### config.mk
export PLATFORM = sky130hd
export DESIGN_NAME = lcdreg_top
export DESIGN_NICKNAME = d
export VERILOG_FILES = /design/src/rtl/lcdreg_pkg.sv /design/src/rtl/lcdreg_ctrl.sv /design/src/rtl/lcdreg_timing.sv /design/src/rtl/lcdreg_status.sv /design/src/rtl/lcdreg_top.sv
export SDC_FILE = /design/constraint.sdc
export NUM_CORES = 1
export LEC_CHECK = 0
export BUFFER_PORTS_ARGS = -buffer_cell sky130_fd_sc_hd__buf_4
export CAP_MARGIN = 20
export CORE_ASPECT_RATIO = 1.25
export CORE_UTILIZATION = 57
export DETAILED_ROUTE_END_ITERATION = 8
export PLACE_DENSITY_LB_ADDON = 0.12
export RECOVER_POWER = 100
export SYNTH_ARGS = -nofsm -noshare
export SYNTH_HDL_FRONTEND = slang
export SYNTH_HIERARCHICAL = 1
export SYNTH_SLANG_ARGS = --single-unit
### constraint.sdc
create_clock -name clk -period 3.85 [get_ports clk]
set_clock_uncertainty 0.2 [all_clocks]
set_input_delay 0.385 -clock clk [delete_from_list [all_inputs] [get_ports clk]]
set_output_delay 0.385 -clock clk [all_outputs]
set_load 0.02 [all_outputs]
### src/rtl/lcdreg_pkg.sv
package lcdreg_pkg;

    localparam int DATA_W   = 32;
    localparam int ADDR_W_D = 8;
    localparam int DIM_W_D  = 10;

    localparam logic [DATA_W-1:0] CTRL_KEEP_MASK = 32'h01CF_F300;
    localparam logic [DATA_W-1:0] CTRL_RD_FORCE  = 32'hFE00_0C34;
    localparam logic [DATA_W-1:0] TIM0_RD_FORCE  = 32'h0000_000F;
    localparam logic [DATA_W-1:0] TIM2_RD_FORCE  = 32'hFC00_0000;
    localparam logic [DATA_W-1:0] SUBP_WR_MASK   = 32'hA1FF_FFFF;

    localparam int OFS_CTRL = 'h00;
    localparam int OFS_TIM0 = 'h04;
    localparam int OFS_TIM1 = 'h08;
    localparam int OFS_TIM2 = 'h0C;
    localparam int OFS_STAT = 'h10;
    localparam int OFS_SUBP = 'h14;

    typedef enum logic [2:0] {
        SEL_CTRL,
        SEL_TIM0,
        SEL_TIM1,
        SEL_TIM2,
        SEL_STAT,
        SEL_SUBP,
        SEL_NONE
    } reg_sel_e;

    typedef struct packed {
        logic [1:0]        pal_mode;
        logic              tft;
        logic [1:0]        irq_en;
        logic              mono;
        logic              enable;
        logic [DATA_W-1:0] kept;
    } ctrl_t;

    typedef struct packed {
        logic pal_done;
        logic sync_err;
        logic frame_done;
    } flags_t;

    function automatic reg_sel_e decode_sel(input logic [DATA_W-1:0] a);
        case (a)
            OFS_CTRL: return SEL_CTRL;
            OFS_TIM0: return SEL_TIM0;
            OFS_TIM1: return SEL_TIM1;
            OFS_TIM2: return SEL_TIM2;
            OFS_STAT: return SEL_STAT;
            OFS_SUBP: return SEL_SUBP;
            default:  return SEL_NONE;
        endcase
    endfunction

    function automatic ctrl_t ctrl_from_word(input logic [DATA_W-1:0] w);
        ctrl_t c;
        c.pal_mode = w[21:20];
        c.tft      = w[7];
        c.irq_en   = w[4:3];
        c.mono     = w[1];
        c.enable   = w[0];
        c.kept     = w & CTRL_KEEP_MASK;
        return c;
    endfunction

    function automatic logic [DATA_W-1:0] ctrl_to_word(input ctrl_t c);
        logic [DATA_W-1:0] w;
        w        = c.kept | CTRL_RD_FORCE;
        w[23]    = w[23] | c.tft;
        w[21:20] = w[21:20] | c.pal_mode;
        w[7]     = w[7] | c.tft;
        w[4:3]   = w[4:3] | c.irq_en;
        w[1]     = w[1] | c.mono;
        w[0]     = w[0] | c.enable;
        return w;
    endfunction

    function automatic logic [DATA_W-1:0] flags_to_word(input flags_t f);
        logic [DATA_W-1:0] w;
        w    = '0;
        w[6] = f.pal_done;
        w[2] = f.sync_err;
        w[0] = f.frame_done;
        return w;
    endfunction

endpackage

### src/rtl/lcdreg_ctrl.sv
module lcdreg_ctrl
    import lcdreg_pkg::*;
(
    input  logic              clk,
    input  logic              rst,
    input  logic              wr_ctrl,
    input  logic [DATA_W-1:0] wdata,
    output ctrl_t             ctrl_q,
    output logic              update_req,
    output logic              en_fall
);
    ctrl_t ctrl_next;
    logic  en_change;

    always_comb begin
        ctrl_next = ctrl_from_word(wdata);
        en_change = wr_ctrl && (ctrl_next.enable != ctrl_q.enable);
        en_fall   = en_change && ctrl_q.enable;
    end

    always_ff @(posedge clk) begin
        if (rst) begin
            ctrl_q     <= '0;
            update_req <= 1'b0;
        end else begin
            update_req <= en_change;
            if (wr_ctrl) begin
                ctrl_q <= ctrl_next;
            end
        end
    end
endmodule

### src/rtl/lcdreg_timing.sv
module lcdreg_timing
    import lcdreg_pkg::*;
#(
    parameter int DIM_W = DIM_W_D
) (
    input  logic              clk,
    input  logic              rst,
    input  logic [1:0]        wr_dim,
    input  logic              wr_tim2,
    input  logic              wr_subp,
    input  logic [DATA_W-1:0] wdata,
    output logic [DATA_W-1:0] tim0_rd,
    output logic [DATA_W-1:0] tim1_rd,
    output logic [DATA_W-1:0] tim2_rd,
    output logic [DATA_W-1:0] subp_rd,
    output logic [DIM_W-1:0]  width_m1,
    output logic [DIM_W-1:0]  height_m1
);
    localparam int FIELD_W = DATA_W - DIM_W;

    logic [FIELD_W-1:0] field_q [2];
    logic [DIM_W-1:0]   dim_q   [2];
    logic [DATA_W-1:0]  tim2_q;
    logic [DATA_W-1:0]  subp_q;

    for (genvar g = 0; g < 2; g++) begin : g_dim
        always_ff @(posedge clk) begin
            if (rst) begin
                field_q[g] <= '0;
                dim_q[g]   <= '0;
            end else if (wr_dim[g]) begin
                field_q[g] <= wdata[DATA_W-1:DIM_W];
                dim_q[g]   <= wdata[DIM_W-1:0];
            end
        end
    end

    always_ff @(posedge clk) begin
        if (rst) begin
            tim2_q <= '0;
            subp_q <= '0;
        end else begin
            if (wr_tim2) tim2_q <= wdata;
            if (wr_subp) subp_q <= wdata & SUBP_WR_MASK;
        end
    end

    always_comb begin
        tim0_rd   = {field_q[0], dim_q[0]} | TIM0_RD_FORCE;
        tim1_rd   = {field_q[1], dim_q[1]};
        tim2_rd   = tim2_q | TIM2_RD_FORCE;
        subp_rd   = subp_q;
        width_m1  = dim_q[0];
        height_m1 = dim_q[1];
    end
endmodule

### src/rtl/lcdreg_status.sv
module lcdreg_status
    import lcdreg_pkg::*;
(
    input  logic       clk,
    input  logic       rst,
    input  logic       clr,
    input  logic       ev_frame_done,
    input  logic       ev_palette_done,
    input  logic       ev_sync_error,
    input  logic [1:0] irq_en,
    output flags_t     flags_q,
    output logic       irq
);
    flags_t base;

    always_comb begin
        base = clr ? '0 : flags_q;
    end

    always_ff @(posedge clk) begin
        if (rst) begin
            flags_q <= '0;
        end else begin
            flags_q.frame_done <= base.frame_done | ev_frame_done;
            flags_q.pal_done   <= base.pal_done   | ev_palette_done;
            flags_q.sync_err   <= base.sync_err   | ev_sync_error;
        end
    end

    always_comb begin
        irq = (flags_q.frame_done & irq_en[0])
            | (flags_q.pal_done   & irq_en[1])
            |  flags_q.sync_err;
    end
endmodule

### src/rtl/lcdreg_top.sv
module lcdreg_top
    import lcdreg_pkg::*;
#(
    parameter int ADDR_W = ADDR_W_D,
    parameter int DIM_W  = DIM_W_D
) (
    input  logic              clk,
    input  logic              rst,
    input  logic              wr_en,
    input  logic [ADDR_W-1:0] addr,
    input  logic [31:0]       wdata,
    output logic [31:0]       rdata,
    input  logic              ev_frame_done,
    input  logic              ev_palette_done,
    input  logic              ev_sync_error,
    output logic              irq,
    output logic              update_req,
    output logic              enable_o,
    output logic [1:0]        pal_mode_o,
    output logic              tft_o,
    output logic              mono_o,
    output logic [DIM_W-1:0]  width_m1,
    output logic [DIM_W-1:0]  height_m1
);
    reg_sel_e          sel;
    ctrl_t             ctrl_q;
    flags_t            flags_q;
    logic              en_fall;
    logic [DATA_W-1:0] tim0_rd, tim1_rd, tim2_rd, subp_rd;

    always_comb begin
        sel = decode_sel(DATA_W'(addr));
    end

    lcdreg_ctrl u_ctrl (
        .clk        (clk),
        .rst        (rst),
        .wr_ctrl    (wr_en && sel == SEL_CTRL),
        .wdata      (wdata),
        .ctrl_q     (ctrl_q),
        .update_req (update_req),
        .en_fall    (en_fall)
    );

    lcdreg_timing #(.DIM_W(DIM_W)) u_timing (
        .clk       (clk),
        .rst       (rst),
        .wr_dim    ({wr_en && sel == SEL_TIM1, wr_en && sel == SEL_TIM0}),
        .wr_tim2   (wr_en && sel == SEL_TIM2),
        .wr_subp   (wr_en && sel == SEL_SUBP),
        .wdata     (wdata),
        .tim0_rd   (tim0_rd),
        .tim1_rd   (tim1_rd),
        .tim2_rd   (tim2_rd),
        .subp_rd   (subp_rd),
        .width_m1  (width_m1),
        .height_m1 (height_m1)
    );

    lcdreg_status u_status (
        .clk             (clk),
        .rst             (rst),
        .clr             (en_fall),
        .ev_frame_done   (ev_frame_done),
        .ev_palette_done (ev_palette_done),
        .ev_sync_error   (ev_sync_error),
        .irq_en          (ctrl_q.irq_en),
        .flags_q         (flags_q),
        .irq             (irq)
    );

    always_comb begin
        case (sel)
            SEL_CTRL: rdata = ctrl_to_word(ctrl_q);
            SEL_TIM0: rdata = tim0_rd;
            SEL_TIM1: rdata = tim1_rd;
            SEL_TIM2: rdata = tim2_rd;
            SEL_STAT: rdata = flags_to_word(flags_q);
            SEL_SUBP: rdata = subp_rd;
            default:  rdata = '0;
        endcase
        enable_o   = ctrl_q.enable;
        pal_mode_o = ctrl_q.pal_mode;
        tft_o      = ctrl_q.tft;
        mono_o     = ctrl_q.mono;
    end
endmodule

-- After elaboration in Yosys (flattened, before gate mapping)
Memories as Yosys holds them, arrays and structs flattened.
Index checks and enable logic that the tools add are counted.
- multiplexer cells: 15
- eq/ne operators: 11
- bitwise operators: 12
- reductions and logical operators: 9
- operators by type and width (kind ; count):
    $pmux W32 S6 ; 1
    $mux W22 ; 2
    $mux W10 ; 2
    $pmux W3 S6 ; 1
    $eq A8 B4 Y1 const B ; 2
    $eq A8 B5 Y1 const B ; 2
    $or A1 B1 Y1 ; 10
    $eq A8 B3 Y1 const B ; 1
    $logic_not A8 Y1 ; 1
    $mux W1 ; 8
    $logic_and A1 B1 Y1 ; 7
    $eq A3 B2 Y1 const B ; 2
    $eq A3 B3 Y1 const B ; 2
    $eq A3 B1 Y1 const B ; 1
    $logic_not A3 Y1 ; 1
    $mux W3 ; 1
    $and A1 B1 Y1 ; 2
    $ne A1 B1 Y1 ; 1
- output and inout bits: 59
- memories: 2
- logic and storage cells: 61
- register bits after elaboration: 77
- bits of input ports: 46
- bits in writable memories: 64
- memory list (name ; words ; width ; read ports ; clocked after memory_dff ; write ports ; line ; RTL):
    u_timing.field_q ; 2 ; 22 ; 2 ; 0 ; 2 ; lcdreg_timing.sv:21 ; logic [FIELD_W-1:0] field_q [2];
    u_timing.dim_q ; 2 ; 10 ; 2 ; 0 ; 2 ; lcdreg_timing.sv:22 ; logic [DIM_W-1:0] dim_q [2];

-- Depth between registers and ports, before layout
Gate-level depths: netlist of run 1.
- word-level depth: 8
- depth in mapped cells: 14
- mapped depth without buffers: 10

-- Modules after synthesis
Netlist of run 1, hierarchy kept.
- by module, submodules not included (module ; area each (µm²) ; times used ; cells an instance ; sequential area each (µm²)):
    lcdreg_timing ; 4566.9 ; 1 ; 342 ; 2982.9
    lcdreg_top ; 1530.2 ; 1 ; 230 ; 0.0
    lcdreg_ctrl ; 925.9 ; 1 ; 89 ; 420.4
    lcdreg_status ; 115.1 ; 1 ; 13 ; 60.1

-- Worst setup path before layout of run 1
Ideal clock, no wire load.
- kind: input -> output
- start: in addr[5]
- end: out rdata[29]
- data required time: 3265 ps
- cell stages on the path: 11
- arrival time: 3130 ps
- buffers on the path: 3
- setup slack: 135 ps
- cell sequence: or4_4 -> nor2_1 -> clkbuf_1 -> nand3_1 -> ha_1 -> or3b_2 -> clkbuf_1 -> clkbuf_1 -> o2bb2ai_1 -> nand2_1 -> a31oi_1
- cells in the longest elaborated chain, start to end: 4
- elaborated cells on any way between the ends: 14
- classes of those cells: eq/ne: 10; mux: 2; reduce/logical: 2
- ends and longest elaborated chain (item ; line ; RTL):
    start: declaration ; lcdreg_top.sv:10 ; input logic [ADDR_W-1:0] addr,
    $eq A8 B5 Y1 (tied with other cells) ; lcdreg_pkg.sv:46 ; case (a)
    $pmux W3 S6 * ; lcdreg_pkg.sv:46 ;
    $eq A3 B3 Y1 (tied with other cells) ; lcdreg_top.sv:73 ; case (sel)
    $pmux W32 S6 * ; lcdreg_top.sv:73 ;
    end: declaration ; lcdreg_top.sv:12 ; output logic [31:0] rdata,
Mark *: on every way between the ends. The rest lies on a longest branch, timed or not.

-- Worst setup path after layout of run 1
- start: in addr[5]
- end: out rdata[0]
Same word-level chain as after synthesis.

==> results of run 1 <==
[layout by cell type, fill, tap and decap left out, types with 5 or more instances in the layout]
cell type and instances:
mux2i_1 119, nor2_1 103, dfxtp_1 77, clkbuf_1 66, edfxtp_1 64, buf_4 57, and2_1 40, a21oi_1 26
and2_0 24, conb_1 22, clkbuf_16 17, nand2_1 14, o2bb2ai_1 13, o21ai_0 13, o22ai_1 13, a31oi_1 11
nor3_1 7, o32ai_1 6, inv_1 5, clkbuf_2 5
[worst reg2reg max path: cells and delay by family (launching register included)]
family / cells / cell delay, ns
AO/OA/AOI/OAI: 1 / 0.07
flip-flops: 1 / 0.40
AND/OR/NAND/NOR: 2 / 0.34
[area by class of cell]
type / count / share of cell area (%)
multi-input combinational: 449 / 37.2
clock buffer: 19 / 5.40
tap: 164 / 2.56
sequential: 141 / 43.2
timing repair buffer: 130 / 9.50
inverter: 5 / 0.234
clock inverter: 13 / 1.86
[layer usage]
| layer | up-vias | global-route usage, % | routed length (um) |
|---|---|---|---|
| li1 | 2429 | - | - |
| met1 | 2462 | 34.7 | 7050 |
| met2 | 163 | 45.5 | 8490 |
| met3 | 13 | 4.79 | 871 |
| met4 | 0 | 7.67 | 174 |
| met5 | - | 0 | 0 |
[state kept, by name, summed over array words and instances (netlist names)]
signal             flops
u_status/flags_q       3
u_timing/dim_q        20
u_timing/subp_rd      27
u_ctrl/ctrl_q         20
u_timing/tim2_q       26
u_timing/field_q      44
u_ctrl/update_req      1
[through the flow]
| stage | setup WS [ns] | area, um^2 |
|---|---|---|
| after detailed placement | 0.176 | 7690 |
| after global routing | 0.0462 | 8010 |
| after floorplan | 0.135 | 7120 |
| after CTS | 0.154 | 8280 |
| after global placement | 0.212 | 7690 |
| final | 0.149 | 8010 |
[worst min path at each step]
stage,startpoint,to,cells past startpoint
6_report,wdata[25],u_timing/tim2_q[25],3
5_1_grt,wdata[25],u_timing/tim2_q[25],3
4_1_cts,wdata[25],u_timing/tim2_q[25],3
3_5_place_dp,u_timing/subp_rd[19],u_timing/subp_rd[19],2
3_3_place_gp,u_timing/tim2_q[15],u_timing/tim2_q[15],2
2_1_floorplan,u_status/flags_q[1],u_status/flags_q[1],2
[report_power, final]
part           switching, uW  internal (uW)
Combinational            118           68.0
Sequential              14.4           1600
Clock                    589           1010
Total                    721           2680
==> reports/summary.txt, run 1 <==
Chip height -> 126 um
Crit path max-delay family -> simple AND/OR/NAND/NOR gates
Required time worst endpoint -> 3.26 ns
Worst Tran Pin Value -> 1.48 ns
DRC violations left -> 0
Via density -> 5.50
Placeable Area -> 12,100 um^2
Half-perimeter wire length after placement -> 10,400 um
CP Launch Point -> addr[5]
Setup bufs post-CTS -> 0
Max-slew violation count -> 0
TritonCTS clock tree -> built
Synthesis Warnings -> 6
Pin count of the biggest net entering global routing -> 60
Post-synthesis area per instance -> 10.6 um^2
Clock buffer count from CTS -> 17
Worst-case reg-to-reg path depth -> 3
Slowest CP cell -> or4_4
Ant. Diodes -> 0
Power Total -> 3400 uW
Port bufs -> 104
Final Net Count -> 791
CTS root buf -> clkbuf_16
Crit path buf inv count -> 3
Clock transition at the registers of the reported paths -> 0.06 ns
Cell count along the critical path -> 11
Clock Latency Late Sink -> 0.40 ns
Minimum clock period -> 3.70 ns
Remaining Overflow, GRT -> 0
Max Fclk -> 270 MHz
Dpl cells -> 888
Critical Path End Type -> output pin
CP arrival -> 3.12 ns
First-pass GRT wire length -> 25,800 um
Pwr per Cell Area -> 424 nW/um^2
Static Leak -> 0.00289 uW
Antenna viol nets, final -> 0
Die footprint -> 12,800 um^2
Rows -> 45
Outcome -> complete, no violations
Post-Layout Cell Count -> 921
Worst-path maximum fanout -> 11
Footprint of the multi-input gates -> 2980 um^2
Sequential cell area -> 3460 um^2
Max stage delay on crit path -> 0.58 ns
Setup violators final -> 0
Min-Delay Path Class -> in -> reg
FF-to-FF End -> u_status/flags_q[2]
TritonRoute pass-1 iters -> 5
RSZ-0062 raised after global routing -> no
Routed wire length -> 16,600 um
Top Ports -> 105
Fillers -> 1,016
Final hold slack -> 0.0230 ns
Clk sinks -> 141
Flop-to-flop setup slack -> 2.72 ns
VDD IR max -> 306 uV
Layout area overhead -> 13.7%
Drt initial violations -> 258
Critical path launch point type -> primary input
Mapped Area -> 7050 um^2
Crit path cell chain -> clkbuf_4, or4_4, nor2_2, nand3_1, ha_1, and4bb_1, clkbuf_2, o2bb2ai_1, o211ai_1, a22oi_1, buf_4
R2r startpoint -> u_ctrl/ctrl_q[32]
# hold bufs at CTS -> 0
H-tree depth -> 4
Routability congestion estimate -> 0.807
Largest buffer count on any clock path -> 2
Setup_tns -> 0 ns
Critical path destination -> rdata[0]
Number of global-route vias before repair -> 4,900
Overall die width -> 101 um
CP Class -> in -> out
Period utilization -> 96.1%
Starting Density -> 58.2%
Final core occ -> 66.2%
WL/cell -> 18.0 um
Layout cells sized above 1 -> 13.7%
Overall global routing resource usage -> 26.7%
Max-cap violations -> 0
Vias post-DR -> 5,067
Post-synthesis cell count -> 662
Slew headroom -> 1.63%
Post-CTS Resized -> 0
Final hold vios -> 0
Initial antenna violation count -> 0
Power figures use the tool's default switching activity.
==> run 2: changes to the inputs <==
--- a/config.mk
+++ b/config.mk
@@ -8,6 +8,7 @@
 export BUFFER_PORTS_ARGS = -buffer_cell sky130_fd_sc_hd__buf_4
 export CAP_MARGIN = 20
 export CORE_ASPECT_RATIO = 1.25
+export CORE_MARGIN = 10
 export CORE_UTILIZATION = 57
 export DETAILED_ROUTE_END_ITERATION = 8
 export PLACE_DENSITY_LB_ADDON = 0.12
==> run 2 against run 1 <==
Compared with the run above: the flow now finishes with violations (capacitance limit, slew limit); sequential power hardly changed; final cell count stayed put; die area is 35% higher; total power is 3.0% higher; register-to-register slack hardly changed; highest routed layer unchanged.
==> reports/summary.txt, run 2 (same netlist as run 1, synthesis figures left out) <==
Largest buffer count on any clock path -> 2
Via density -> 5.62
Number of global-route vias before repair -> 5,237
Post-Layout Cell Count -> 921
Outcome -> finished, violations left
Post-CTS Resized -> 0
Dpl cells -> 889
DRC violations left -> 0
Top Ports -> 105
Required time worst endpoint -> 3.26 ns
Clk sinks -> 141
Layout cells sized above 1 -> 13.9%
Initial antenna violation count -> 0
Antenna viol nets, final -> 0
Critical Path End Type -> output pin
Placeable Area -> 12,100 um^2
Commonest cells after routing, fill and taps aside -> mux2i_1, nor2_1, dfxtp_1, clkbuf_1, edfxtp_1
Layout area overhead -> 13.8%
Final hold vios -> 0
CP Class -> in -> out
Clock share of power -> 48.4%
Routed wire length -> 17,900 um
Placed Instance Area -> 7690 um^2
Remaining Overflow, GRT -> 0
Max-slew violation count -> 19
Setup_tns -> 0 ns
# hold bufs at CTS -> 0
Chip height -> 144 um
RSZ-0062 raised after global routing -> no
Minimum clock period -> 3.67 ns
Overall die width -> 119 um
Slew headroom -> -3.43%
VDD IR max -> 256 uV
Pin count of the biggest net entering global routing -> 62
Switch share -> 21.1%
Setup bufs post-CTS -> 0
Clock transition at the registers of the reported paths -> 0.06 ns
Routability congestion estimate -> 0.824
Ant. Diodes -> 0
CP arrival -> 3.09 ns
Gate power share -> 5.4%
Clock buffer count from CTS -> 17
Drt initial violations -> 284
TritonCTS clock tree -> built
Clock Latency Late Sink -> 0.41 ns
Final hold slack -> 0.0315 ns
Static Leak -> 0.00288 uW
TritonRoute pass-1 iters -> 5
Max Fclk -> 272 MHz
Psw -> 740 uW
Power Total -> 3500 uW
Max-cap violations -> 1
H-tree depth -> 4
Int Pwr -> 2760 uW
Half-perimeter wire length after placement -> 11,700 um
Die footprint -> 17,200 um^2
First-pass GRT wire length -> 28,100 um
Period utilization -> 95.4%
Rows -> 45
Commonest non-fill, non-tap cell in the layout -> mux2i_1
Min-Delay Path Class -> in -> reg
Seq pwr share -> 46.2%
Vias post-DR -> 5,176
Footprint of the multi-input gates -> 2990 um^2
Final Net Count -> 791
Setup violators final -> 0
Starting Density -> 58.2%
CTS root buf -> clkbuf_16
Violated checks -> capacitance limit, slew limit
Fillers -> 1,020
WL/cell -> 19.4 um
Pwr per Cell Area -> 436 nW/um^2
Critical path launch point type -> primary input
Worst Tran Pin Value -> 1.55 ns
Port bufs -> 104
Number of flip-flops in the largest register -> 44
Overall global routing resource usage -> 20.6%
Biggest register -> u_timing/field_q
Sequential cell area -> 3460 um^2
Worst-path maximum fanout -> 11
Post-route cell area -> 8020 um^2
## run 2: cell types whose count changed in the layout (fill, tap and decap cells not counted), moves of 3 or more
cell | previous run | this run
and2_1 | 40 | 31
and2_0 | 24 | 33
clkinv_1 | 3 | 0
clkbuf_1 | 66 | 71
## run 2: power by group through the flow
stage | Combinational, uW | Sequential [uW] | Clock, uW
finish | 189 | 1620 | 1700
global route | 203 | 1620 | 1770
CTS | 202 | 1620 | 1710
detailed placement | 201 | 1650 | 0
global placement | 198 | 1640 | 0
floorplan | 117 | 1650 | 0
## run 2: final timing paths
kind / startpoint / endpoint / slack [ns] / cells after the start
max: addr[7] / rdata[0] / 0.18 / 11
min: ev_sync_error / u_status/flags_q[1] / 0.03 / 3
max reg2reg: u_ctrl/ctrl_q[32] / u_status/flags_q[0] / 2.73 / 3
min reg2reg: u_ctrl/ctrl_q[12] / u_ctrl/ctrl_q[12] / 0.29 / 2
## run 2: area by class of cell
| class | count | share of cell area, % |
|---|---|---|
| sequential | 141 | 43.2 |
| multi-input combinational | 449 | 37.3 |
| timing repair buffer | 130 | 8.98 |
| clock buffer | 23 | 6.10 |
| tap | 164 | 2.56 |
| clock inverter | 9 | 1.64 |
| inverter | 5 | 0.234 |
## run 2: metrics by stage
stage	setup WS [ns]	util [%]
6_report	0.175	66.3
5_1_grt	0.0513	66.3
4_1_cts	0.0735	68.6
3_5_place_dp	0.0727	63.5
3_3_place_gp	0.186	63.5
2_1_floorplan	0.135	-
## run 2: routing by layer
metal | vias to the layer above | wire length, um | global-route usage, %
met1 | 2536 | 7620 | 24.7
li1 | 2433 | - | -
met2 | 177 | 8920 | 35.6
met5 | - | 0 | 0
met3 | 30 | 1010 | 4.17
met4 | 0 | 320 | 7.70
## run 2: critical path, cell delays in order
cell and delay, ns:
buf_4 0.11, or4_4 0.56, nor2_2 0.17, nand3_1 0.10, ha_2 0.23, or3b_2 0.48, buf_4 0.21, o2bb2ai_1 0.19
o211ai_1 0.14, a22oi_1 0.29, clkbuf_2 0.22
==> run 3: changes to the inputs <==
--- a/config.mk
+++ b/config.mk
@@ -9,8 +9,9 @@
 export CAP_MARGIN = 20
 export CORE_ASPECT_RATIO = 1.25
 export CORE_MARGIN = 10
-export CORE_UTILIZATION = 57
+export CORE_UTILIZATION = 52
 export DETAILED_ROUTE_END_ITERATION = 8
+export GPL_TIMING_DRIVEN = 0
 export PLACE_DENSITY_LB_ADDON = 0.12
 export RECOVER_POWER = 100
 export SYNTH_ARGS = -nofsm -noshare
==> constraint.sdc (replaced) <==
create_clock -name clk -period 3.3 [get_ports clk]
set_clock_uncertainty 0.2 [all_clocks]
set_input_delay 0.33 -clock clk [delete_from_list [all_inputs] [get_ports clk]]
set_output_delay 0.33 -clock clk [all_outputs]
set_load 0.02 [all_outputs]
==> run 3 against run 2 <==
Compared with the run above: global-route usage grew 2.4 points; flip-flop and latch count is the same; die area grew 8.1%; clock power grew 6%; critical path type unchanged; worst hold slack lost 0.022 ns; clock-buffer cell count shrank 2; the run ends with setup timing left.
==> reports/summary.txt, run 3 (same netlist as run 1, synthesis figures left out) <==
Fillers -> 920
Overall global routing resource usage -> 23.0%
Critical Path End Type -> output pin
Slowest CP cell -> or4_4
Slew headroom -> 33.8%
Commonest non-fill, non-tap cell in the layout -> mux2i_1
Commonest cells after routing, fill and taps aside -> mux2i_1, buf_4, nor2_1, dfxtp_1
Starting Density -> 53.0%
Number of global-route vias before repair -> 5,999
CTS root buf -> clkbuf_16
RSZ-0062 raised after global routing -> yes
Top Ports -> 105
Pin count of the biggest net entering global routing -> 33
Chip height -> 150 um
Period utilization -> 101%
Layout cells sized above 1 -> 34.1%
Antenna viol nets, final -> 0
Clk sinks -> 141
Min-Delay Path Class -> in -> reg
Final core occ -> 74.7%
Routability congestion estimate -> 0.818
Vias post-DR -> 5,767
Rows -> 47
Port bufs -> 104
First-pass GRT wire length -> 32,900 um
Initial antenna violation count -> 0
Outcome -> finished, violations left
Crit path cell chain -> buf_6, or4_4, nor2_4, buf_8, nand3_4, ha_4, or3b_4, buf_8, o2bb2ai_4, nand2_2, a31oi_4, buf_6
Max-cap violations -> 0
Biggest register -> u_timing/field_q
TritonCTS clock tree -> built
Worst Tran Pin Value -> 0.985 ns
Via density -> 5.56
Placeable Area -> 13,300 um^2
Setup ws final -> -0.0427 ns
Pwr per Cell Area -> 405 nW/um^2
Final hold vios -> 0
Dpl cells -> 957
Routed wire length -> 21,900 um
Max stage delay on crit path -> 0.56 ns
DRC violations left -> 0
Ant. Diodes -> 0
TritonRoute pass-1 iters -> 6
Setup violators final -> 11
Post-Layout Cell Count -> 1,037
Layout area overhead -> 40.9%
Remaining Overflow, GRT -> 0
Final hold slack -> 0.00943 ns
Setup_tns -> -0.293 ns
Clock transition at the registers of the reported paths -> 0.06 ns
Required time worst endpoint -> 2.77 ns
Overall die width -> 124 um
Number of flip-flops in the largest register -> 44
Clock buffer count from CTS -> 17
VDD IR max -> 319 uV
Drt initial violations -> 471
Violated checks -> setup timing
Final Net Count -> 900
Worst-path maximum fanout -> 7
Die footprint -> 18,600 um^2
Pre-CTS WS -> -0.927 ns
Clock Latency Late Sink -> 0.41 ns
Max Fclk -> 299 MHz
Static Leak -> 0.00372 uW
WL/cell -> 21.2 um
Half-perimeter wire length after placement -> 13,800 um
Largest buffer count on any clock path -> 2
Critical path launch point type -> primary input
H-tree depth -> 4
CP Class -> in -> out
CP arrival -> 2.81 ns
Max-slew violation count -> 0
Minimum clock period -> 3.34 ns
-- run 3: where the power goes --
part | switching, uW | internal [uW] | leakage [uW] | total (uW)
registers | 18.0 | 1870 | 0.00123 | 1890
clock network | 725 | 1070 | 0.000269 | 1800
logic | 187 | 151 | 0.00223 | 338
total | 930 | 3090 | 0.00372 | 4020
-- run 3: worst max-delay path: cells and delay by family --
family / cells / cell delay [ns]
buffers and inverters: 4 / 0.55
adders and majority gates: 1 / 0.23
and+or+nand+nor: 5 / 1.37
AOI/OAI and AO/OA: 2 / 0.32
-- run 3: through the flow --
stage               area, um^2  total power, uW
floorplan                 7430             2070
global placement          8430             2200
detailed placement        8440             2210
CTS                       9700             4020
global route              9930             4150
finish                    9930             4020
-- run 3: metal layers --
metal	track usage, %	up-vias	part of all wire (%)
li1	-	2652	-
met1	27.8	2826	40
met2	39.4	245	51
met3	4.95	44	7.4
met4	8.07	0	2.1
met5	0	-	0
-- run 3: final timing paths --
check	to	slack [ns]	depth (start not counted)	from
setup / recovery	rdata[11]	-0.04	12	addr[5]
hold / removal	u_timing/subp_rd[23]	0.009	3	wdata[23]
setup reg to reg	u_status/flags_q[1]	2.11	3	u_ctrl/ctrl_q[32]
hold reg to reg	u_timing/tim2_q[16]	0.29	2	u_timing/tim2_q[16]
-- run 3: repair_timing --
action                                  in CTS  in global routing
hold buffers                                32                  0
pin swaps                                   13                 35
cloned                                       1                  1
buffers inserted                             6                  9
endpoints found under the setup margin     134                 97
hold endpoints to repair                    53                  0
gates resized for setup                     74                 52
-- run 3: cell type report --
cell class                      count  area, um^2  area share [%]
Clock buffer                       21         460            4.64
Inverter                            5        18.8           0.189
Clock inverter                     11        95.1           0.958
Timing Repair Buffer              154        1280            12.9
Buffer                             85         768            7.74
Tap cell                          171         214            2.15
Sequential cell                   141        3460            34.9
Multi-Input combinational cell    449        3630            36.5
